==> src/rtl/spi_byte_pkg.sv <==
package spi_byte_pkg;

   localparam logic [2:0] OFS_MODE = 3'd0;
   localparam logic [2:0] OFS_RXD  = 3'd1;
   localparam logic [2:0] OFS_TXD  = 3'd2;
   localparam logic [2:0] OFS_CTRL = 3'd3;
   localparam logic [2:0] OFS_STAT = 3'd4;
   localparam logic [2:0] OFS_DIV  = 3'd6;

   // Mode register fields; the packed order fixes the bit positions
   // software relies on (lead=0x10, en=0x08, lsb=0x04, idle_hi=0x02, loop=0x01).
   typedef struct packed {
      logic lead;
      logic en;
      logic lsb;
      logic idle_hi;
      logic loop;
   } mode_t;

   localparam int MODE_W = $bits(mode_t);

   typedef enum logic [1:0] {
      ENG_IDLE = 2'd0,
      ENG_RUN  = 2'd1,
      ENG_DONE = 2'd2
   } eng_state_t;

endpackage

==> src/rtl/spi_clk_prescaler.sv <==
module spi_clk_prescaler #(
   parameter int DIV_W = 8
) (
   input  logic             clk,
   input  logic             rst_n,
   input  logic             run,
   input  logic [DIV_W-1:0] div,
   output logic             tick
);
   localparam int CNT_W = DIV_W + 1;

   logic [CNT_W-1:0] cnt_q;
   logic [CNT_W-1:0] limit;

   // half period = 2*(div+1) clocks, so the count ends at 2*div+1
   assign limit = {div, 1'b1};
   assign tick  = run && (cnt_q == limit);

   always_ff @(posedge clk or negedge rst_n) begin
      if (!rst_n)               cnt_q <= '0;
      else if (!run || tick)    cnt_q <= '0;
      else                      cnt_q <= cnt_q + 1'b1;
   end
endmodule

==> src/rtl/spi_shift_engine.sv <==
module spi_shift_engine
   import spi_byte_pkg::*;
#(
   parameter int WORD_W = 8
) (
   input  logic              clk,
   input  logic              rst_n,
   input  logic              enable,
   input  logic              lead,
   input  logic              lsb_first,
   input  logic              idle_hi,
   input  logic              loopback,
   input  logic              start,
   input  logic [WORD_W-1:0] tx_word,
   input  logic              miso,
   input  logic              tick,
   output logic              busy,
   output logic              run,
   output logic              done_set,
   output logic [WORD_W-1:0] rx_word,
   output logic              sck,
   output logic              mosi
);
   localparam int EDGES  = 2 * WORD_W;
   localparam int ECNT_W = $clog2(EDGES);
   localparam logic [ECNT_W-1:0] LAST_EDGE = ECNT_W'(EDGES - 1);

   eng_state_t        state_q;
   logic [ECNT_W-1:0] edge_q;
   logic              phase_q;
   logic [WORD_W-1:0] tx_sr_q;
   logic [WORD_W-1:0] rx_sr_q;

   logic [WORD_W-1:0] tx_rev, tx_ordered;
   logic [WORD_W-1:0] rx_next, rx_final, rx_rev;
   logic              cpha, din, sample_edge, shift_edge, last_edge;

   genvar gi;
   generate
      for (gi = 0; gi < WORD_W; gi++) begin : g_rev
         assign tx_rev[gi] = tx_word[WORD_W-1-gi];
         assign rx_rev[gi] = rx_final[WORD_W-1-gi];
      end
   endgenerate

   assign tx_ordered  = lsb_first ? tx_rev : tx_word;
   assign cpha        = ~lead;
   assign mosi        = tx_sr_q[WORD_W-1];
   assign din         = loopback ? mosi : miso;
   assign sample_edge = tick && (edge_q[0] == cpha);
   assign shift_edge  = tick && (edge_q[0] != cpha) && !(cpha && edge_q == '0);
   assign last_edge   = tick && (edge_q == LAST_EDGE);
   assign rx_next     = {rx_sr_q[WORD_W-2:0], din};
   assign rx_final    = sample_edge ? rx_next : rx_sr_q;
   assign rx_word     = lsb_first ? rx_rev : rx_final;

   assign busy     = (state_q != ENG_IDLE);
   assign run      = (state_q == ENG_RUN);
   assign done_set = run && last_edge;
   assign sck      = idle_hi ^ phase_q;

   always_ff @(posedge clk or negedge rst_n) begin
      if (!rst_n) begin
         state_q <= ENG_IDLE;
         edge_q  <= '0;
         phase_q <= 1'b0;
         tx_sr_q <= '0;
         rx_sr_q <= '0;
      end else if (!enable) begin
         state_q <= ENG_IDLE;
         edge_q  <= '0;
         phase_q <= 1'b0;
      end else begin
         case (state_q)
            ENG_IDLE: begin
               if (start) begin
                  tx_sr_q <= tx_ordered;
                  rx_sr_q <= '0;
                  edge_q  <= '0;
                  phase_q <= 1'b0;
                  state_q <= ENG_RUN;
               end
            end
            ENG_RUN: begin
               if (tick) begin
                  phase_q <= ~phase_q;
                  edge_q  <= edge_q + 1'b1;
                  if (sample_edge) rx_sr_q <= rx_next;
                  if (shift_edge)  tx_sr_q <= {tx_sr_q[WORD_W-2:0], 1'b0};
                  if (last_edge)   state_q <= ENG_DONE;
               end
            end
            default: state_q <= ENG_IDLE;
         endcase
      end
   end
endmodule

==> src/rtl/spi_reg_bank.sv <==
module spi_reg_bank
   import spi_byte_pkg::*;
#(
   parameter int DATA_W = 8,
   parameter int ADDR_W = 3,
   parameter int DIV_W  = 8
) (
   input  logic              clk,
   input  logic              rst_n,
   input  logic              bus_wr,
   input  logic              bus_rd,
   input  logic [ADDR_W-1:0] bus_addr,
   input  logic [DATA_W-1:0] bus_wdata,
   output logic [DATA_W-1:0] bus_rdata,
   input  logic              busy,
   input  logic              done_set,
   input  logic [DATA_W-1:0] rx_word,
   output mode_t             mode,
   output logic [DATA_W-1:0] tx_byte,
   output logic [DIV_W-1:0]  div,
   output logic              start,
   output logic              irq
);
   mode_t             mode_q;
   logic [DATA_W-1:0] tx_q, rx_q;
   logic [DIV_W-1:0]  div_q;
   logic              rdy_q;
   logic              sel_mode, sel_txd, sel_ctrl, sel_div, sel_rxd;

   assign sel_mode = (bus_addr == ADDR_W'(OFS_MODE));
   assign sel_rxd  = (bus_addr == ADDR_W'(OFS_RXD));
   assign sel_txd  = (bus_addr == ADDR_W'(OFS_TXD));
   assign sel_ctrl = (bus_addr == ADDR_W'(OFS_CTRL));
   assign sel_div  = (bus_addr == ADDR_W'(OFS_DIV));

   assign start   = bus_wr && sel_ctrl && bus_wdata[0] && mode_q.en && !busy;
   assign mode    = mode_q;
   assign tx_byte = tx_q;
   assign div     = div_q;
   assign irq     = rdy_q;

   always_ff @(posedge clk or negedge rst_n) begin
      if (!rst_n) begin
         mode_q <= '0;
         tx_q   <= '0;
         div_q  <= '0;
      end else if (bus_wr) begin
         if (sel_mode) mode_q <= mode_t'(bus_wdata[MODE_W-1:0]);
         if (sel_txd)  tx_q   <= bus_wdata;
         if (sel_div)  div_q  <= bus_wdata[DIV_W-1:0];
      end
   end

   // a completing byte wins over a same-cycle read of the receive register
   always_ff @(posedge clk or negedge rst_n) begin
      if (!rst_n) begin
         rx_q  <= '0;
         rdy_q <= 1'b0;
      end else if (done_set) begin
         rx_q  <= rx_word;
         rdy_q <= 1'b1;
      end else if (bus_rd && sel_rxd) begin
         rdy_q <= 1'b0;
      end
   end

   always_comb begin
      bus_rdata = '0;
      case (bus_addr)
         ADDR_W'(OFS_MODE): bus_rdata = DATA_W'(mode_q);
         ADDR_W'(OFS_RXD):  bus_rdata = rx_q;
         ADDR_W'(OFS_TXD):  bus_rdata = tx_q;
         ADDR_W'(OFS_STAT): bus_rdata = DATA_W'({busy, rdy_q});
         ADDR_W'(OFS_DIV):  bus_rdata = DATA_W'(div_q);
         default:           bus_rdata = '0;
      endcase
   end
endmodule

==> src/rtl/spi_byte_master.sv <==
module spi_byte_master
   import spi_byte_pkg::*;
#(
   parameter int DATA_W = 8,
   parameter int ADDR_W = 3,
   parameter int DIV_W  = 8
) (
   input  logic              clk,
   input  logic              rst_n,
   input  logic              bus_wr,
   input  logic              bus_rd,
   input  logic [ADDR_W-1:0] bus_addr,
   input  logic [DATA_W-1:0] bus_wdata,
   output logic [DATA_W-1:0] bus_rdata,
   output logic              irq,
   output logic              sck,
   output logic              mosi,
   input  logic              miso
);
   generate
      if (DATA_W < MODE_W) begin : g_bad_data_w
         $error("DATA_W too narrow for the mode register");
      end
      if (ADDR_W < 3) begin : g_bad_addr_w
         $error("ADDR_W cannot reach every register offset");
      end
      if (DIV_W > DATA_W || DIV_W < 1) begin : g_bad_div_w
         $error("DIV_W must be between 1 and DATA_W");
      end
   endgenerate

   mode_t             mode_q;
   logic [DATA_W-1:0] tx_byte, rx_word;
   logic [DIV_W-1:0]  div_q;
   logic              start, eng_busy, eng_run, done_set, pre_tick;
   logic              mode_en, mode_idle_hi;

   assign mode_en      = mode_q.en;
   assign mode_idle_hi = mode_q.idle_hi;

   spi_reg_bank #(.DATA_W(DATA_W), .ADDR_W(ADDR_W), .DIV_W(DIV_W)) i_regs (
      .clk(clk), .rst_n(rst_n),
      .bus_wr(bus_wr), .bus_rd(bus_rd), .bus_addr(bus_addr),
      .bus_wdata(bus_wdata), .bus_rdata(bus_rdata),
      .busy(eng_busy), .done_set(done_set), .rx_word(rx_word),
      .mode(mode_q), .tx_byte(tx_byte), .div(div_q),
      .start(start), .irq(irq)
   );

   spi_clk_prescaler #(.DIV_W(DIV_W)) i_presc (
      .clk(clk), .rst_n(rst_n), .run(eng_run), .div(div_q), .tick(pre_tick)
   );

   spi_shift_engine #(.WORD_W(DATA_W)) i_eng (
      .clk(clk), .rst_n(rst_n),
      .enable(mode_en), .lead(mode_q.lead), .lsb_first(mode_q.lsb),
      .idle_hi(mode_idle_hi), .loopback(mode_q.loop),
      .start(start), .tx_word(tx_byte), .miso(miso), .tick(pre_tick),
      .busy(eng_busy), .run(eng_run), .done_set(done_set),
      .rx_word(rx_word), .sck(sck), .mosi(mosi)
   );
endmodule

==> config.mk <==
export PLATFORM = sky130hd
export DESIGN_NAME = spi_byte_master
export DESIGN_NICKNAME = d
export VERILOG_FILES = /design/src/rtl/spi_byte_pkg.sv /design/src/rtl/spi_clk_prescaler.sv /design/src/rtl/spi_shift_engine.sv /design/src/rtl/spi_reg_bank.sv /design/src/rtl/spi_byte_master.sv
export SDC_FILE = /design/constraint.sdc
export NUM_CORES = 1
export LEC_CHECK = 0
export ABC_AREA = 1
export BUFFER_PORTS_ARGS = -buffer_cell sky130_fd_sc_hd__buf_2
export CORE_ASPECT_RATIO = 0.6
export CORE_MARGIN = 4
export CORE_UTILIZATION = 35
export CTS_CLUSTER_DIAMETER = 100
export DETAILED_ROUTE_END_ITERATION = 12
export HOLD_SLACK_MARGIN = 0.03
export PLACE_DENSITY = 0.55
export SETUP_SLACK_MARGIN = 0.02
export SKIP_LAST_GASP = 1
export SLEW_MARGIN = 40
export SYNTH_ARGS = -nofsm -noshare
export SYNTH_HDL_FRONTEND = slang
export SYNTH_HIERARCHICAL = 1
export SYNTH_SLANG_ARGS = --single-unit
==> constraint.sdc <==
create_clock -name clk -period 3 [get_ports clk]
set_input_delay 0 -clock clk [delete_from_list [all_inputs] [get_ports clk]]
set_output_delay 0 -clock clk [all_outputs]
set_load 0.1 [all_outputs]
[Yosys cells after proc, flatten, opt, wreduce, memory -nomap -nowiden]
Cells that the tools add are included.
Operators by class
  $add $sub $neg: 2
  equal/unequal tests: 17
  multiplexer cells: 28
  bitwise logic cells: 3
  reduce and logical (&&, ||, !) cells: 29
Operators with widths (count)
  $mux W8: 8
  $pmux W8 S5: 1
  $pmux W8 S2: 2
  $logic_and A1 B1 Y1: 12
  $mux W4: 3
  $add A9 B1 Y9 const B: 1
  $eq A9 B9 Y1: 1
  $mux W9: 1
  $mux W2: 4
  $pmux W4 S2: 1
  $eq A3 B2 Y1 const B: 2
  $eq A3 B3 Y1 const B: 2
  $mux W1: 6
  $ne A3 B2 Y1 const B: 2
  $reduce_and A2 Y1: 3
  $reduce_and A3 Y1: 2
  $reduce_bool A2 Y1: 3
  $reduce_and A5 Y1: 1
  $add A4 B1 Y4 const B: 1
  $eq A4 B4 Y1 const B: 1
  $logic_not A4 Y1: 1
  $ne A2 B1 Y1 const B: 2
  $pmux W2 S2: 1
  $reduce_and A4 Y1: 1
  14 further kinds: 17
Storage, ports and cells
  bits in registers: 62
  input port bits: 16
  output and inout bits: 11
  logic and storage cells: 94

[Logic depth before layout (Yosys ltp)]
  depth in word-level cells: 8
  gate-level depth with buffers: 16
  gate-level depth less buffers: 15

[Hierarchy]
Netlist, hierarchy kept.
Modules (own cells, without submodules)
  spi_shift_engine: instances 1, cells an instance 219, area each 1514.0 µm², seq. area each 575.6 µm²
  spi_reg_bank: instances 1, cells an instance 173, area each 1501.4 µm², seq. area each 750.7 µm²
  spi_clk_prescaler: instances 1, cells an instance 79, area each 583.1 µm², seq. area each 225.2 µm²

[Worst setup path before layout]
Ideal clock, no wire load.
  path kind: register to register
  start point: register i_eng.state_q[1]
  end point: register i_regs.rx_q[0]
  setup time: 0.136 ns
  data arrival time: 2.099 ns
  required time: 2.864 ns
  setup slack: 0.765 ns
  cell stages (with the launch flop): 12
  buffers on the path: 3
  period minus slack after synthesis: 2.235 ns
  cells stage by stage: dfrtp_1 -> nor2_4 -> buf_2 -> inv_1 -> nor2_1 -> buf_4 -> inv_1 -> nor3_1 -> inv_1 -> nor3_1 -> clkbuf_1 -> o21ai_0
On the way
  elaborated cells on any way between the ends: 7
  those cells by class: eq/ne: 1; mux: 2; reduce/logical: 4
RTL lines
  from (decl): RTL line spi_shift_engine.sv:28  | eng_state_t state_q;
  from (signal assigned): RTL line spi_shift_engine.sv:64  | state_q <= ENG_IDLE;
  from (signal assigned): RTL line spi_shift_engine.sv:70  | state_q <= ENG_IDLE;
  from (signal assigned): RTL line spi_shift_engine.sv:81  | state_q <= ENG_RUN;
  $eq A2 B1 Y1: RTL line spi_shift_engine.sv:58  | assign run = (state_q == ENG_RUN);
  net eng_run: RTL line spi_byte_master.sv:35  | logic start, eng_busy, eng_run, done_set, pre_tick;
  $logic_and A1 B1 Y1: RTL line spi_clk_prescaler.sv:17  | assign tick = run && (cnt_q == limit);
  net pre_tick: RTL line spi_byte_master.sv:35
  $logic_and A1 B1 Y1: RTL line spi_shift_engine.sv:52  | assign last_edge = tick && (edge_q == LAST_EDGE);
  $logic_and A1 B1 Y1: RTL line spi_shift_engine.sv:59  | assign done_set = run && last_edge;
  net done_set: RTL line spi_byte_master.sv:35
  to (signal assigned): RTL line spi_reg_bank.sv:60  | rx_q <= rx_word;
  to (decl): RTL line spi_reg_bank.sv:25  | logic [DATA_W-1:0] tx_q, rx_q;
The timed path passes the listed nets, and every way through them passes these cells.
A chain may end at the register's enable or synchronous reset.

[Worst setup path in the final report]
  start point: register i_presc.cnt_q[0]
  end point: register i_regs.rx_q[3]
On the way
  elaborated cells on any way between the ends: 7
  those cells by class: eq/ne: 1; mux: 2; reduce/logical: 4
RTL lines
  from (decl): RTL line spi_clk_prescaler.sv:12  | logic [CNT_W-1:0] cnt_q;
  from (signal assigned): RTL line spi_clk_prescaler.sv:22  | else cnt_q <= cnt_q + 1'b1;
  $eq A9 B9 Y1: RTL line spi_clk_prescaler.sv:17
  $logic_and A1 B1 Y1: RTL line spi_clk_prescaler.sv:17
  net pre_tick: RTL line spi_byte_master.sv:35
  $logic_and A1 B1 Y1: RTL line spi_shift_engine.sv:52
  $logic_and A1 B1 Y1: RTL line spi_shift_engine.sv:59
  net done_set: RTL line spi_byte_master.sv:35
The timed path passes the listed nets, and every way through them passes these cells.

==> impl_metrics.env <==
export IMPL_hold_path_class="input pin to flip-flop"
export IMPL_totalWireLength_mm=9.17
export IMPL_dr_pass1_iters=5
export IMPL_clk_latency_ns=0.33
export IMPL_grt_setup_unrepaired="no"
export IMPL_tightest_slew_ns=0.591
export IMPL_leakage_nw=2.08
export IMPL_drive_gt1_frac=0.172
export IMPL_wl_per_cell_um=14.1
export IMPL_synth_top_cell_area_share=0.431
export IMPL_syn_area_per_cell_sq_um=7.64
export IMPL_fin_nets=530
export IMPL_post_cts_setup_buffers=0
export IMPL_fin_util=0.429
export IMPL_die_w_um=139
export IMPL_num_rows=28
export IMPL_clk_path_buf_depth=2
export IMPL_die_h_um=86.5
export IMPL_fill_cells=1004
export IMPL_ant_nets=0
export IMPL_start_util=0.362
export IMPL_dieArea_sq_um=12000
export IMPL_seq_area_sq_um=1550
export IMPL_synth_fp_nets=490
export IMPL_layout_common_cells="140 x nand2_1, 63 x inv_1, 62 x dfrtp_1"
export IMPL_clock_fmax_ghz=0.423
export IMPL_synth_seq_area_share=0.431
export IMPL_grtUsageTotal=0.166
export IMPL_critPathArrivalTime_ns=2.58
export IMPL_synth_top_cell_by_area="dfrtp_1"
export IMPL_end_kind="flip-flop"
export IMPL_multi_input_area_sq_um=1720
export IMPL_ios=27
export IMPL_grt_pass1_vias=2935
export IMPL_antenna_found_initial=0
export IMPL_grt_overflow=0
export IMPL_grt_pass1_wl_mm=15.5
export IMPL_final_common_cell="nand2_1"
export IMPL_clock_root_buffer="clkbuf_16"
export IMPL_status="complete, no violations"
export IMPL_antenna_cells=0
export IMPL_ctsResizeCount=0
export IMPL_hold_buffers=10
export IMPL_grt_max_degree=40
export IMPL_slew_headroom=0.606
export IMPL_setup_violations=0
export IMPL_synth_area_sq_um=3600
export IMPL_finalCriticalPeriod_ns=2.37
export IMPL_hpwl_mm=6.95
export IMPL_startpoint_type="flip-flop"
export IMPL_cts_made_buffers=9
export IMPL_drc=0
export IMPL_drtIter0Drc=298
export IMPL_vias=3111
export IMPL_worstSetupPathType="flip-flop to flip-flop"
export IMPL_fin_setup_tns_ns=0
export IMPL_critPathRequiredTime_ns=3.22
export IMPL_hold_viol=0
export IMPL_finClkSkew_ns=0.00492
export IMPL_syn_to_final_growth_pct=18.5
export IMPL_synthTopCellsByArea="dfrtp_1 43%, nand2_1 15%, nand3_1 7.2%"
export IMPL_io_buffers=26
export IMPL_gp_congestion=0.832
export IMPL_synth_cells=471
export IMPL_path_clk_slew_ns=0.05
export IMPL_coreArea_sq_um=9950
export IMPL_cts_tree="yes"
export IMPL_max_cap_violations=0
export IMPL_p_per_area_nw_per_um2=624
export IMPL_synth_cell_type_count=30
export IMPL_ys_seq_elements=62
export IMPL_cts_num_sinks=62
export IMPL_drv_slew=0
export IMPL_htreeDepth=3
export IMPL_cp_max_fo=13
export IMPL_ir_drop_v=0.000273
export IMPL_period_share=0.789
export IMPL_regToRegSetupSlack_ns=0.63
export IMPL_post_drt_via_cell_ratio=4.78
export IMPL_yosys_warnings=6
## Yosys cell counts
cell	instances
nand3_2	6
a21boi_0	1
buf_2	4
buf_4	3
nand3_4	1
nand2_1	140
nor2_2	3
inv_1	63
ha_1	3
xnor2_1	1
buf_6	3
nand2_2	6
nand3_1	52
nor2_1	23
nand2_4	4
nor4_1	1
clkinv_1	1
o211ai_1	3
inv_2	3
nor3_2	1
a21oi_1	2
nor2_4	5
xor2_1	9
nand4_1	13
o21ai_2	16
clkbuf_1	1
dfrtp_1	62
o21ai_1	1
nor3_1	2
o21ai_0	38
## final timing paths
| check | depth (start not counted) | start | to |
|---|---|---|---|
| min in group asynchronous | 2 | rst_n | i_eng/rx_sr_q[4] |
| max | 14 | i_presc/cnt_q[0] | i_regs/rx_q[3] |
| min | 5 | miso | i_eng/rx_sr_q[0] |
| max in group asynchronous | 3 | rst_n | i_regs/div[2] |
| max reg2reg | 14 | i_presc/cnt_q[0] | i_regs/rx_q[3] |
| min reg2reg | 1 | i_eng/phase_q | i_eng/phase_q |
## cell families (layout without fill, tap and decap cells)
group | after synthesis | in the layout | synth area share
compound gates | 61 | 61 | 0.104
xor+xnor | 10 | 10 | 0.0243
fa+ha+maj | 3 | 3 | 0.0104
buf+inv | 78 | 123 | 0.0921
flops | 62 | 62 | 0.431
simple gates | 257 | 257 | 0.338
## worst max-delay path: stages (launching register included)
cell and delay, ns:
dfrtp_1 0.43, a21boi_0 0.21, nand2_1 0.06, nor2_1 0.14, nand3_2 0.13, nor2_1 0.10, buf_4 0.17, inv_1 0.05
nor3_1 0.29, inv_1 0.07, nor3_1 0.15, buf_4 0.20, inv_1 0.11, nand2_1 0.07, nand2_1 0.05
## registers in the layout, summed over array words and instances, names as in the netlist
register        count
i_regs/div          8
i_regs/rx_q         8
i_eng/tx_sr_q       8
i_eng/edge_q        4
i_eng/rx_sr_q       8
i_eng/phase_q       1
i_regs/mode         5
i_regs/tx_byte      8
i_regs/irq          1
i_presc/cnt_q       9
i_eng/state_q       2
## final cells by class
type	instances	area share
clock buffers	12	0.0578
clock inverters	4	0.0164
inverters	67	0.0590
multi-input cells	331	0.402
flip-flops and latches	62	0.364
well taps	135	0.0396
repair buffers	40	0.0610
## metrics by stage
step	instance area, sq um	hold WS, ns	std cells	setup WS (ns)	power [W]
6_report	4260	0.141	651	0.634	0.00266
5_1_grt	4260	0.156	651	0.321	0.00280
4_1_cts	4260	0.138	651	0.613	0.00270
2_1_floorplan	3600	-0.296	471	0.765	0.00141
3_5_place_dp	3850	0.0328	625	0.665	0.00156
3_3_place_gp	3850	0.0477	625	0.688	0.00155
## routing by layer
layer  up-vias  track usage  wire length [um]
li1       1596            -                 -
met1      1429        0.248              5000
met2        75        0.229              3520
met3        11       0.0513               543
met4         0       0.0453               104
met5         -            0                 0
## power breakdown
part           switching, W  total (W)  internal (W)
Sequential        0.0000938    0.00102      0.000927
Clock              0.000361    0.00111      0.000747
Combinational      0.000374   0.000533      0.000159
(Power assumes the default switching activity.)
